**src/rtl/spi_duplex_pkg.sv**
```systemverilog
package spi_duplex_pkg;
  localparam int unsigned SPI_MIN_HALF = 6;

  typedef enum logic {
    ROLE_SLAVE  = 1'b0,
    ROLE_MASTER = 1'b1
  } spi_role_e;

  typedef struct packed {
    logic sample;
    logic shift;
  } spi_strobe_t;
endpackage

```
**src/rtl/spi_sck_gen.sv**
```systemverilog
module spi_sck_gen #(
  parameter int unsigned DATA_W   = 8,
  parameter int unsigned DIV_W    = 8,
  parameter int unsigned MIN_HALF = 6
) (
  input  logic             clk_i,
  input  logic             rst_ni,
  input  logic             start_i,
  input  logic             cpol_i,
  input  logic [DIV_W-1:0] div_i,
  output logic             sck_o,
  output logic             active_o,
  output spi_duplex_pkg::spi_strobe_t strobe_o
);
  localparam int unsigned EDGES  = 2 * DATA_W;
  localparam int unsigned EDGE_W = $clog2(EDGES);

  logic [DIV_W-1:0]  half_lim;
  logic [DIV_W-1:0]  cnt_q;
  logic [EDGE_W-1:0] edge_q;
  logic              phase_q;
  logic              active_q;
  logic              tick;

  assign half_lim = (div_i < DIV_W'(MIN_HALF)) ? DIV_W'(MIN_HALF) : div_i;
  assign tick     = active_q && (cnt_q == half_lim - DIV_W'(1));

  always_ff @(posedge clk_i or negedge rst_ni) begin
    if (!rst_ni) begin
      cnt_q    <= '0;
      edge_q   <= '0;
      phase_q  <= 1'b0;
      active_q <= 1'b0;
    end else if (!active_q) begin
      cnt_q   <= '0;
      edge_q  <= '0;
      phase_q <= 1'b0;
      if (start_i) active_q <= 1'b1;
    end else if (tick) begin
      cnt_q   <= '0;
      phase_q <= ~phase_q;
      if (edge_q == EDGE_W'(EDGES - 1)) begin
        active_q <= 1'b0;
        edge_q   <= '0;
      end else begin
        edge_q <= edge_q + EDGE_W'(1);
      end
    end else begin
      cnt_q <= cnt_q + DIV_W'(1);
    end
  end

  // even edge index = leading edge (sample), odd = trailing (shift)
  assign strobe_o.sample = tick && !edge_q[0];
  assign strobe_o.shift  = tick &&  edge_q[0];
  assign sck_o           = cpol_i ^ phase_q;
  assign active_o        = active_q;
endmodule

```
**src/rtl/spi_slave_front.sv**
```systemverilog
module spi_slave_front #(
  parameter int unsigned SYNC_STAGES = 2
) (
  input  logic clk_i,
  input  logic rst_ni,
  input  logic sck_i,
  input  logic ss_ni,
  input  logic mosi_i,
  input  logic cpol_i,
  input  logic cpha_i,
  output logic sel_o,
  output logic mosi_s_o,
  output spi_duplex_pkg::spi_strobe_t strobe_o
);
  logic [SYNC_STAGES-1:0] sck_pipe, ss_pipe, mosi_pipe;
  logic sck_last_q;
  logic sck_s, sel, edge_seen, lead, trail;

  generate
    if (SYNC_STAGES == 1) begin : g_sync_one
      always_ff @(posedge clk_i or negedge rst_ni) begin
        if (!rst_ni) begin
          sck_pipe  <= '0;
          ss_pipe   <= '1;
          mosi_pipe <= '0;
        end else begin
          sck_pipe  <= sck_i;
          ss_pipe   <= ss_ni;
          mosi_pipe <= mosi_i;
        end
      end
    end else begin : g_sync_many
      always_ff @(posedge clk_i or negedge rst_ni) begin
        if (!rst_ni) begin
          sck_pipe  <= '0;
          ss_pipe   <= '1;
          mosi_pipe <= '0;
        end else begin
          sck_pipe  <= {sck_pipe[SYNC_STAGES-2:0], sck_i};
          ss_pipe   <= {ss_pipe[SYNC_STAGES-2:0], ss_ni};
          mosi_pipe <= {mosi_pipe[SYNC_STAGES-2:0], mosi_i};
        end
      end
    end
  endgenerate

  always_ff @(posedge clk_i or negedge rst_ni) begin
    if (!rst_ni) sck_last_q <= 1'b0;
    else         sck_last_q <= sck_pipe[SYNC_STAGES-1];
  end

  assign sck_s     = sck_pipe[SYNC_STAGES-1];
  assign sel       = !ss_pipe[SYNC_STAGES-1];
  assign edge_seen = sel && (sck_s != sck_last_q);
  assign lead      = edge_seen && (sck_s != cpol_i);
  assign trail     = edge_seen && (sck_s == cpol_i);

  assign strobe_o.sample = cpha_i ? trail : lead;
  assign strobe_o.shift  = cpha_i ? lead  : trail;
  assign sel_o           = sel;
  assign mosi_s_o        = mosi_pipe[SYNC_STAGES-1];
endmodule

```
**src/rtl/spi_shift_core.sv**
```systemverilog
module spi_shift_core #(
  parameter int unsigned DATA_W = 8
) (
  input  logic              clk_i,
  input  logic              rst_ni,
  input  logic              load_i,
  input  logic [DATA_W-1:0] load_data_i,
  input  spi_duplex_pkg::spi_strobe_t strobe_i,
  input  logic              abort_i,
  input  logic              ser_i,
  output logic              ser_o,
  output logic              busy_o,
  output logic              done_o,
  output logic [DATA_W-1:0] rx_byte_o
);
  localparam int unsigned CNT_W = $clog2(DATA_W);

  logic [DATA_W-1:0] tx_q, rx_q;
  logic [CNT_W-1:0]  bit_q;
  logic              last_bit;

  assign last_bit = (bit_q == CNT_W'(DATA_W - 1));

  always_ff @(posedge clk_i or negedge rst_ni) begin
    if (!rst_ni) begin
      tx_q  <= '0;
      rx_q  <= '0;
      bit_q <= '0;
    end else if (load_i) begin
      tx_q  <= load_data_i;
      bit_q <= '0;
    end else if (abort_i) begin
      bit_q <= '0;
    end else if (strobe_i.sample) begin
      rx_q  <= {rx_q[DATA_W-2:0], ser_i};
      bit_q <= last_bit ? '0 : bit_q + CNT_W'(1);
    end else if (strobe_i.shift && bit_q != '0) begin
      // no shift before the first sample: the MSB is already on the line
      tx_q <= {tx_q[DATA_W-2:0], 1'b0};
    end
  end

  assign done_o    = !load_i && !abort_i && strobe_i.sample && last_bit;
  assign rx_byte_o = {rx_q[DATA_W-2:0], ser_i};
  assign ser_o     = tx_q[DATA_W-1];
  assign busy_o    = (bit_q != '0);
endmodule

```
**src/rtl/spi_rx_buf.sv**
```systemverilog
module spi_rx_buf #(
  parameter int unsigned DATA_W = 8
) (
  input  logic              clk_i,
  input  logic              rst_ni,
  input  logic              done_i,
  input  logic [DATA_W-1:0] byte_i,
  input  logic              rd_en_i,
  output logic [DATA_W-1:0] data_o,
  output logic              full_o,
  output logic              ovr_o
);
  always_ff @(posedge clk_i or negedge rst_ni) begin
    if (!rst_ni) begin
      data_o <= '0;
      full_o <= 1'b0;
      ovr_o  <= 1'b0;
    end else begin
      if (rd_en_i) begin
        full_o <= 1'b0;
        ovr_o  <= 1'b0;
      end
      if (done_i) begin
        if (full_o && !rd_en_i) begin
          ovr_o <= 1'b1;
        end else begin
          data_o <= byte_i;
          full_o <= 1'b1;
        end
      end
    end
  end
endmodule

```
**src/rtl/spi_duplex_ctrl.sv**
```systemverilog
module spi_duplex_ctrl #(
  parameter int unsigned DATA_W      = 8,
  parameter int unsigned DIV_W       = 8,
  parameter int unsigned MIN_HALF    = spi_duplex_pkg::SPI_MIN_HALF,
  parameter int unsigned SYNC_STAGES = 2
) (
  input  logic              clk_i,
  input  logic              rst_ni,
  input  logic              mode_master_i,
  input  logic              cpol_i,
  input  logic              cpha_i,
  input  logic [DIV_W-1:0]  div_i,
  input  logic              wr_en_i,
  input  logic [DATA_W-1:0] wr_data_i,
  input  logic              rd_en_i,
  output logic [DATA_W-1:0] rd_data_o,
  output logic              busy_o,
  output logic              rx_full_o,
  output logic              overrun_o,
  input  logic              sck_i,
  output logic              sck_o,
  output logic              sck_oe_o,
  input  logic              ss_ni,
  output logic              mst_ss_no_o,
  input  logic              mosi_i,
  output logic              mosi_o,
  output logic              mosi_oe_o,
  input  logic              miso_i,
  output logic              miso_o,
  output logic              miso_oe_o
);
  import spi_duplex_pkg::*;

  spi_role_e   role;
  spi_strobe_t mst_strobe, slv_strobe, strobe;
  logic        mst_active, slv_sel, slv_mosi;
  logic        core_busy, core_done, core_ser_o;
  logic        load, abort, ser_in;
  logic [DATA_W-1:0] core_byte;

  assign role   = mode_master_i ? ROLE_MASTER : ROLE_SLAVE;
  assign busy_o = (role == ROLE_MASTER) ? mst_active : core_busy;
  assign load   = wr_en_i && !busy_o;
  assign abort  = (role == ROLE_SLAVE) && !slv_sel;
  assign strobe = (role == ROLE_MASTER) ? mst_strobe : slv_strobe;
  assign ser_in = (role == ROLE_MASTER) ? miso_i : slv_mosi;

  spi_sck_gen #(
    .DATA_W  (DATA_W),
    .DIV_W   (DIV_W),
    .MIN_HALF(MIN_HALF)
  ) u_sck_gen (
    .clk_i   (clk_i),
    .rst_ni  (rst_ni),
    .start_i (load && role == ROLE_MASTER),
    .cpol_i  (cpol_i),
    .div_i   (div_i),
    .sck_o   (sck_o),
    .active_o(mst_active),
    .strobe_o(mst_strobe)
  );

  spi_slave_front #(
    .SYNC_STAGES(SYNC_STAGES)
  ) u_slave_front (
    .clk_i   (clk_i),
    .rst_ni  (rst_ni),
    .sck_i   (sck_i),
    .ss_ni   (ss_ni),
    .mosi_i  (mosi_i),
    .cpol_i  (cpol_i),
    .cpha_i  (cpha_i),
    .sel_o   (slv_sel),
    .mosi_s_o(slv_mosi),
    .strobe_o(slv_strobe)
  );

  spi_shift_core #(
    .DATA_W(DATA_W)
  ) u_core (
    .clk_i      (clk_i),
    .rst_ni     (rst_ni),
    .load_i     (load),
    .load_data_i(wr_data_i),
    .strobe_i   (strobe),
    .abort_i    (abort),
    .ser_i      (ser_in),
    .ser_o      (core_ser_o),
    .busy_o     (core_busy),
    .done_o     (core_done),
    .rx_byte_o  (core_byte)
  );

  spi_rx_buf #(
    .DATA_W(DATA_W)
  ) u_rx_buf (
    .clk_i  (clk_i),
    .rst_ni (rst_ni),
    .done_i (core_done),
    .byte_i (core_byte),
    .rd_en_i(rd_en_i),
    .data_o (rd_data_o),
    .full_o (rx_full_o),
    .ovr_o  (overrun_o)
  );

  assign sck_oe_o    = (role == ROLE_MASTER);
  assign mosi_oe_o   = (role == ROLE_MASTER);
  assign mst_ss_no_o = !((role == ROLE_MASTER) && mst_active);
  assign mosi_o      = core_ser_o;
  assign miso_o      = core_ser_o;
  assign miso_oe_o   = (role == ROLE_SLAVE) && !ss_ni;
endmodule

```
**config.mk**
```make
export PLATFORM = sky130hd
export DESIGN_NAME = spi_duplex_ctrl
export DESIGN_NICKNAME = d
export VERILOG_FILES = /design/src/rtl/spi_duplex_pkg.sv /design/src/rtl/spi_sck_gen.sv /design/src/rtl/spi_slave_front.sv /design/src/rtl/spi_shift_core.sv /design/src/rtl/spi_rx_buf.sv /design/src/rtl/spi_duplex_ctrl.sv
export SDC_FILE = /design/constraint.sdc
export NUM_CORES = 1
export LEC_CHECK = 0
export ABC_CLOCK_PERIOD_IN_PS = 2400
export BUFFER_PORTS_ARGS = -buffer_cell sky130_fd_sc_hd__buf_2
export CORE_MARGIN = 5
export CORE_UTILIZATION = 25
export CTS_BUF_LIST = sky130_fd_sc_hd__clkbuf_8
export DETAILED_ROUTE_END_ITERATION = 7
export GPL_TIMING_DRIVEN = 0
export SYNTH_ARGS = -nofsm -noshare
export SYNTH_HDL_FRONTEND = slang
export SYNTH_SLANG_ARGS = --single-unit
```
**constraint.sdc**
```tcl
create_clock -name clk_i -period 2.4 [get_ports clk_i]
set_input_delay 0.24 -clock clk_i [delete_from_list [all_inputs] [get_ports clk_i]]
set_output_delay 0.24 -clock clk_i [all_outputs]
set_load 0.02 [all_outputs]
```
==> results of run 1 <==
[cells in the mapped netlist, drive strengths merged, types with 4 or more instances]
library cell,count
nand3,8
and2,4
xnor2,7
ha,6
o21ai,4
xor2,9
mux2i,6
a21oi,4
nand2,10
dfrtp,47
mux2,31
nor2b,4
buf,6
nor2,16
and3,4
nand2b,8
nor3,4
inv,8
[worst paths after layout]
check	from	end	slack [ns]
worst max-delay path	div_i[4]	u_core.rx_q[3]$_DFFE_PN0P_	-0.43
worst min-delay path	mosi_i	u_slave_front.mosi_pipe[0]$_DFF_PN0_	0.05
worst max register to register	u_sck_gen.cnt_q[5]$_DFF_PN0_	u_core.rx_q[3]$_DFFE_PN0P_	-0.19
worst min register to register	u_slave_front.mosi_pipe[0]$_DFF_PN0_	u_slave_front.mosi_pipe[1]$_DFF_PN0_	0.36
max in group asynchronous	rst_ni	u_sck_gen.cnt_q[6]$_DFF_PN0_	1.61
min in group asynchronous	rst_ni	u_rx_buf.data_o[2]$_DFFE_PN0P_	0.14
[worst register-to-register path: stages (launching register included)]
cell and delay [ns]:
dfrtp_1 0.45, xor2_1 0.21, a2111o_1 0.40, a2111oi_2 0.47
and3_1 0.25, buf_6 0.11, buf_4 0.14, o21ai_4 0.10
mux2_4 0.34
[layout make-up]
| cell class | count | area share |
|---|---|---|
| Multi-Input combinational cell | 151 | 0.4047 |
| Sequential cell | 49 | 0.3721 |
| Timing Repair Buffer | 55 | 0.1061 |
| Tap cell | 133 | 0.05040 |
| Clock buffer | 5 | 0.02084 |
| Clock inverter | 3 | 0.01970 |
| Buffer | 8 | 0.01705 |
| Inverter | 8 | 0.009094 |
[state kept, by name (all words and copies together), names as in the netlist, 2 cells and up]
| signal | cells |
|---|---|
| u_slave_front.ss_pipe | 2 |
| u_sck_gen.edge_q | 4 |
| u_slave_front.mosi_pipe | 2 |
| u_core.rx_q | 7 |
| u_rx_buf.data_o | 8 |
| u_slave_front.sck_pipe | 2 |
| u_core.tx_q | 8 |
| u_core.bit_q | 3 |
| u_sck_gen.cnt_q | 8 |
[stage by stage]
| step | power, mW | setup WS [ns] |
|---|---|---|
| global route | 2.702 | -0.5630 |
| floorplan | 1.652 | -0.3767 |
| CTS | 2.556 | -0.4202 |
| detailed placement | 1.833 | -0.9052 |
| global placement | 1.812 | -0.8798 |
| finish | 2.528 | -0.4257 |
[metal layers]
layer / share of wire / vias to the layer above / global-route usage
met4: 0.0034 / 0 / 0.01724
met2: 0.47 / 33 / 0.1412
met3: 0.040 / 2 / 0.02243
met1: 0.49 / 864 / 0.1224
met5: 0 / - / 0
li1: - / 884 / -
[power groups by stage]
stage	Sequential [mW]	Combinational [mW]	Clock (mW)
2_1_floorplan	1.15	0.505	0
3_3_place_gp	1.17	0.638	0
3_5_place_dp	1.18	0.654	0
4_1_cts	1.16	0.686	0.706
5_1_grt	1.20	0.765	0.741
6_report	1.17	0.682	0.681
[repair_timing]
| item | CTS | global route |
|---|---|---|
| endpoints found under the hold margin | 0 | 0 |
| pin swaps | 1 | 1 |
| endpoints found under the setup margin | 42 | 42 |
| resized for setup | 17 | 8 |
| buffers inserted | 9 | 4 |
| cloned | 1 | 0 |
[cell families after synthesis]
logic type      share of synthesized area
fa+ha+maj                         0.02976
flops                              0.4871
mux                                0.1622
simple gates                       0.1354
buf+inv                           0.03323
xor+xnor                          0.05556
compound gates                    0.09673
==> out/results.tsv, run 1 <==
metric	value	unit
Post-Syn Area	2522	um2
Yosys reg bits	49	
Reg clk slew, reported paths	0.09	ns
Most Frequent Cell on Critical Path	o21ai_4	
required time of the critical path	2.58	ns
ys flop type	dfrtp_1	
IO Count	45	
TritonRoute pass-1 iters	4	
R2R depth	8	
total CTS buffers	5	
clock network power share	0.269	
Post-synth ARST share	1.000	
Synth cell types	44	
Final Util	0.3363	
post-route cell area	3302	um2
CTS tree	yes	
Seq/Total Area, Yosys	0.4871	
DIE WIDTH	110.4	um
CORE AREA	9819	um2
DRT iter0 DRCs	70	
Hold Vio Cnt, Final	0	
P_int	1.799	mW
RSZ-0062 raised after global routing	yes	
clock sinks	49	
Final Net Count	311	
family with the most delay on the worst path	simple AND/OR/NAND/NOR gates	
number of remaining DRC errors	0	
Sw Share	0.2885	
CP max stage delay	0.40	ns
CP arrival	3.01	ns
CP max-delay cell	or3_4	
Min Hold Slack	0.04692	ns
P_sw	729.6	uW
first-pass GRT wire length	9.142	mm
worst min path class	input port to flip-flop	
Multi-input gate area	1336	um2
CP Capture Type	flip-flop	
WS Path Type	input port to flip-flop	
Mean Syn Cell Area	11.68	um2
leading cell type in the layout, fill and taps excluded	dfrtp_1	
dpl cells	392	
CTS max path bufs	2	
Max Cap Viol	0	
pwr/cell area	765.7	nW/um2
via count	1783	
Placement Cell Area	2983	um2
Critical Path Stages	13	
failing checks	setup timing	
Leak Pwr	1.555	nW
final count of pins violating max slew	0	
GP Congestion	0.7268	
most used cells in the layout excluding fill and tap cells	dfrtp_1, buf_2, mux2_2	
hold_buf cts	0	
post-synthesis cell count	216	
largest net degree at the start of global routing	50	
wire per inst	12.86	um
result of the run	finished with violations	
crit-path max FO	5	
Fillers	1017	
Synth Net Count	249	
# diodes	0	
Die Y	110.4	um
leading area contributor after synthesis	dfrtp_1	
fmax	353.9	MHz
setup TNS	-12.57	ns
Clock Skews	0.003256	ns
fin crit share	1.177	
Setup Viol. Count Final	41	
port bufs	43	
post-synth top area share	0.4663	
WP buf/inv	3	
starting density of the core	0.2569	
Comb power frac	0.270	
routed wire length	5.299	mm
Row Count	36	
clock latency on the worst-skew pair	0.29	ns
WHS Path Cells	1	
share of total power in sequential cells	0.461	
Worst Tran Pin Value	1.066	ns
Post-Layout Cell Count	412	
Detailed Place HPWL	3.789	mm
Overflow after GRT	0	
vias in the first global route	1891	
die area	12200	um2
critical path startpoint category	input port	
Worst IR Drop VDD	0.0003772	V
Root Buffer	clkbuf_8	
GRT Total Usage	0.08866	
# H-tree levels	2	
Area Growth Syn to Fin	30.90	%
FF+latch area	1229	um2
vias per cell	4.328	
Final ANT Viol Nets	0	
EDFF count, synth	0	
Tmin final	2.826	ns
max_slew headroom	0.2890	
CP Cell Sequence	buf_8, or3_4, o21ai_4, ha_2, or3b_4, a32oi_2, xnor2_1, a2111oi_2, and3_1, buf_6, buf_4, o21ai_4, mux2_4	
ratio of cells with drive above 1 in the final layout	0.4444	
antenna violations before repair	0	
synth warn	0	
top cells by area, synth	dfrtp_1, mux2_2, xor2_1	
final setup margin	-0.4257	ns
No activity file was read; power rests on OpenSTA's default activity.
==> run 2, diff against run 1 <==
- CAP_MARGIN: default -> 25
- REMOVE_ABC_BUFFERS: default -> 1
==> out/results.tsv, run 2 (synthesis results as in run 1) <==
metric	value	unit
Most Frequent Cell on Critical Path	buf_4	
leading cell type in the layout, fill and taps excluded	dfrtp_1	
vias in the first global route	1982	
Final ANT Viol Nets	0	
number of remaining DRC errors	0	
Detailed Place HPWL	3.622	mm
via count	1826	
Hold Vio Cnt, Final	0	
antenna violations before repair	0	
worst min path class	input port to flip-flop	
fmax	357.5	MHz
CP max stage delay	0.40	ns
largest net degree at the start of global routing	37	
critical path startpoint category	input port	
fin crit share	1.166	
port bufs	44	
Pwr Total	2.505	mW
first-pass GRT wire length	9.039	mm
GP Congestion	0.7261	
GRT Total Usage	0.08723	
Overflow after GRT	0	
TritonRoute pass-1 iters	4	
result of the run	finished with violations	
final setup margin	-0.3975	ns
CTS max path bufs	2	
Reg clk slew, reported paths	0.10	ns
pwr/cell area	757.7	nW/um2
wire per inst	12.57	um
ratio of cells with drive above 1 in the final layout	0.4460	
CTS tree	yes	
Max Cap Viol	0	
Root Buffer	clkbuf_8	
Final Net Count	310	
starting density of the core	0.2569	
Area Growth Syn to Fin	31.05	%
IO Count	45	
clock sinks	49	
DIE WIDTH	110.4	um
post-route cell area	3306	um2
total CTS buffers	5	
clock latency on the worst-skew pair	0.30	ns
dpl cells	385	
Leak Pwr	1.544	nW
Post-Layout Cell Count	411	
Clock Skews	0.01230	ns
Worst Tran Pin Value	0.5633	ns
Die Y	110.4	um
largest registers	u_core.tx_q (8), u_rx_buf.data_o (8), u_sck_gen.cnt_q (8)	
# diodes	0	
failing checks	setup timing	
die area	12200	um2
Placement Cell Area	2875	um2
WS Path Type	input port to flip-flop	
Worst IR Drop VDD	0.0004350	V
# H-tree levels	2	
CP max-delay cell	or3_4	
DRT iter0 DRCs	34	
CP arrival	2.99	ns
Final Util	0.3366	
WP buf/inv	12	
vias per cell	4.443	
post-place setup slack	-1.114	ns
crit-path max FO	5	
setup TNS	-9.250	ns
routed wire length	5.165	mm
most used cells in the layout excluding fill and tap cells	dfrtp_1, buf_2, mux2_2	
Min Hold Slack	0.03435	ns
Row Count	36	
required time of the critical path	2.59	ns
CP Cell Sequence	buf_8, or3_4, o21ai_4, buf_4, buf_4, buf_4, buf_4, buf_4, buf_4, buf_4, buf_4, buf_4, xor2_1, a221oi_2, and3_4, buf_6, o21ai_4, buf_6, mux2_2	
CP Capture Type	flip-flop	
Setup Viol. Count Final	39	
CORE AREA	9819	um2
Tmin final	2.798	ns
family with the most delay on the worst path	buffers and inverters	
final count of pins violating max slew	0	
RSZ-0062 raised after global routing	yes	
max_slew headroom	0.6235	
==> run 2: changes by cell type in the layout (fill, tap and decap cells not counted), sizes merged <==
cell / delta
clkinv: -1
clkbuf: -3
o21ai: -1
dlygate4sd3: +1
buf: +2
inv: +1
==> run 2: routing by layer <==
metal | up-vias | wire length (um) | global-route usage
met5 | - | 0 | 0
met4 | 0 | 57 | 0.02463
met3 | 5 | 246 | 0.02516
met2 | 37 | 2490 | 0.1481
met1 | 900 | 2371 | 0.1077
li1 | 884 | - | -
==> run 2: final cells by class <==
class	instances	area, um2
Tap cell	133	166.4
Multi-Input combinational cell	150	1310
Sequential cell	49	1229
Clock inverter	3	68.82
Inverter	8	30.03
Timing Repair Buffer	63	432.9
Clock buffer	5	68.82
Fill cell	1045	6514
==> run 2: repair_timing <==
item,in CTS,in global routing
resized for setup,22,22
gates cloned,0,0
hold buffers,1,0
setup buffers,14,4
endpoints found under the hold margin,13,0
pin swaps,10,8
endpoints found under the setup margin,42,42
==> run 2: report_power, final <==
group          leakage (nW)  internal [mW]  switching, mW
sequential            0.627           1.00          0.158
clock                0.0687          0.420          0.286
combinational         0.849          0.347          0.291
total                  1.54           1.77          0.736
==> run 2: final timing paths <==
path                                                        to  slack, ns  depth (start not counted)                                start
hold / removal             u_slave_front.sck_pipe[0]$_DFF_PN0_       0.03                          1                                sck_i
setup reg to reg                    u_core.rx_q[0]$_DFFE_PN0P_      -0.09                          9         u_sck_gen.cnt_q[5]$_DFF_PN0_
min in group asynchronous           u_core.tx_q[6]$_DFFE_PN0P_       0.36                          2                               rst_ni
setup / recovery                    u_core.rx_q[0]$_DFFE_PN0P_      -0.40                         19                             div_i[5]
max in group asynchronous   u_slave_front.ss_pipe[1]$_DFF_PN1_       1.48                          3                               rst_ni
hold reg to reg            u_slave_front.sck_pipe[1]$_DFF_PN0_       0.36                          0  u_slave_front.sck_pipe[0]$_DFF_PN0_
==> run 2: worst register-to-register path, stage by stage, from the launching register on <==
cell       delay [ns]
dfrtp_1          0.44
xor2_1           0.20
a2111o_1         0.40
a2111oi_2        0.35
buf_4            0.18
and3_4           0.21
buf_6            0.12
o21ai_4          0.06
buf_6            0.17
mux2_2           0.26
==> run 3, diff against run 2 <==
--- a/config.mk
+++ b/config.mk
@@ -9,5 +9,5 @@
 export BUFFER_PORTS_ARGS = -buffer_cell sky130_fd_sc_hd__buf_2
 export CAP_MARGIN = 25
-export CORE_MARGIN = 5
+export CORE_MARGIN = 2
 export CORE_UTILIZATION = 25
 export CTS_BUF_LIST = sky130_fd_sc_hd__clkbuf_8
==> constraint.sdc (replaced) <==
create_clock -name clk_i -period 2.4 [get_ports clk_i]
set_input_delay 0.24 -clock clk_i [delete_from_list [all_inputs] [get_ports clk_i]]
set_output_delay 0.24 -clock clk_i [all_outputs]
set_load 0.01 [all_outputs]
==> out/results.tsv, run 3 (synthesis results as in run 1) <==
metric	value	unit
Tmin final	2.750	ns
Comb power frac	0.290	
DRT iter0 DRCs	68	
CTS tree	yes	
RSZ-0062 raised after global routing	yes	
CORE AREA	9774	um2
worst min path class	input port to flip-flop	
clock latency on the worst-skew pair	0.30	ns
vias in the first global route	1816	
via count	1790	
CP arrival	2.94	ns
ratio of cells with drive above 1 in the final layout	0.4416	
CTS max path bufs	2	
Worst Tran Pin Value	0.5901	ns
Top Usage Layer GRT	met2	
Overflow after GRT	0	
final setup margin	-0.3503	ns
antenna violations before repair	0	
share of total power in sequential cells	0.504	
dpl cells	385	
Hold Vio Cnt, Final	0	
routed wire length	5.203	mm
largest net degree at the start of global routing	32	
r2r setup slk	-0.08	ns
result of the run	finished with violations	
critical path startpoint category	input port	
Area Growth Syn to Fin	29.32	%
P_sw	734.4	uW
Worst IR Drop VDD	0.0004934	V
die area	10910	um2
final count of pins violating max slew	0	
max_slew headroom	0.6056	
fmax	363.6	MHz
GP Congestion	0.7534	
wire per inst	12.78	um
most used cells in the layout excluding fill and tap cells	dfrtp_1, buf_2, mux2_2	
GRT Total Usage	0.09777	
number of remaining DRC errors	0	
starting density of the core	0.2581	
Final ANT Viol Nets	0	
crit-path max FO	8	
clock sinks	49	
P_int	1.579	mW
# H-tree levels	2	
Fillers	1022	
post-route cell area	3262	um2
Clock Skews	0.009243	ns
CP Capture Type	flip-flop	
Row Count	36	
global-route met2 utilization	0.1611	
Root Buffer	clkbuf_8	
WS Path Type	input port to flip-flop	
required time of the critical path	2.59	ns
DIE WIDTH	104.4	um
port bufs	44	
Placement Cell Area	2875	um2
Final Net Count	306	
post-place setup slack	-1.081	ns
leading cell type in the layout, fill and taps excluded	dfrtp_1	
clock network power share	0.206	
Detailed Place HPWL	3.572	mm
failing checks	setup timing	
met3 usage	0.02632	
fin crit share	1.146	
Setup Viol. Count Final	42	
# diodes	0	
vias per cell	4.398	
total CTS buffers	5	
Leak Pwr	1.531	nW
Reg clk slew, reported paths	0.09	ns
Sw Share	0.3175	
pwr/cell area	709.1	nW/um2
M1 GR Usage	0.1241	
largest registers	u_core.tx_q (8), u_rx_buf.data_o (8), u_sck_gen.cnt_q (8)	
Die Y	104.4	um
IO Count	45	
Post-Layout Cell Count	407	
Max Cap Viol	0	
TritonRoute pass-1 iters	4	
first-pass GRT wire length	8.666	mm
-- run 3: changes by cell type in the layout (fill, tap and decap cells not counted), sizes merged --
cell    previous run  this run
buf               62        58
clkinv             0         1
inv                9        10
bufinv             2         0
-- run 3: timing repair --
item	in CTS	in global routing
hold buffers	1	0
buffers inserted	9	5
endpoints found under the setup margin	42	42
pin swaps	19	8
endpoints found under the hold margin	18	0
resized for setup	30	14
-- run 3: layer usage --
metal	vias up	part of all wire	routed length, um
li1	872	-	-
met1	870	0.45	2343
met2	41	0.49	2529
met3	7	0.051	264
met4	0	0.012	65
met5	-	0	0
-- run 3: through the flow --
stage	TNS (ns)	hold WS (ns)	power (mW)	utilization
after floorplan	-16.66	-0.05559	1.565	-
after global placement	-39.54	0.3367	1.727	0.2921
after detailed placement	-39.80	0.2171	1.744	0.2942
after CTS	-11.47	0.02220	2.274	0.3226
after global routing	-13.59	0.01665	2.479	0.3337
final	-8.960	0.03450	2.313	0.3337
-- run 3: power groups by stage --
stage	sequential, mW	clock [mW]	combinational (mW)
final	1.16	0.477	0.671
after global routing	1.20	0.529	0.751
after CTS	1.16	0.500	0.612
after detailed placement	1.18	0	0.568
after global placement	1.17	0	0.555
after floorplan	1.14	0	0.423
-- run 3: cell type report --
type	count	area (um2)	share of cell area
clock inverter	3	17.52	0.005370
timing repair buffer	59	385.4	0.1181
clock buffer	5	68.82	0.02110
multi-input combinational	150	1365	0.4185
sequential	49	1229	0.3767
inverter	8	30.03	0.009206
tap	133	166.4	0.05102
-- run 3: worst max-delay path, stage by stage --
cell,delay (ns)
buf_8,0.11
or3_4,0.38
o21ai_4,0.18
ha_4,0.17
or3b_4,0.37
a32oi_2,0.20
xnor2_1,0.20
a2111oi_4,0.08
and3_4,0.22
buf_4,0.15
o21ai_4,0.28
mux2_2,0.37
-- run 3: final timing paths --
path	end	start	cells after the start
min	u_slave_front.mosi_pipe[0]$_DFF_PN0_	mosi_i	1
max in group asynchronous	u_slave_front.ss_pipe[1]$_DFF_PN1_	rst_ni	3
max	u_core.rx_q[5]$_DFFE_PN0P_	div_i[4]	12
max reg2reg	u_rx_buf.data_o[6]$_DFFE_PN0P_	u_sck_gen.cnt_q[5]$_DFF_PN0_	6
min in group asynchronous	u_slave_front.mosi_pipe[0]$_DFF_PN0_	rst_ni	2
min reg2reg	u_slave_front.mosi_pipe[1]$_DFF_PN0_	u_slave_front.mosi_pipe[0]$_DFF_PN0_	0
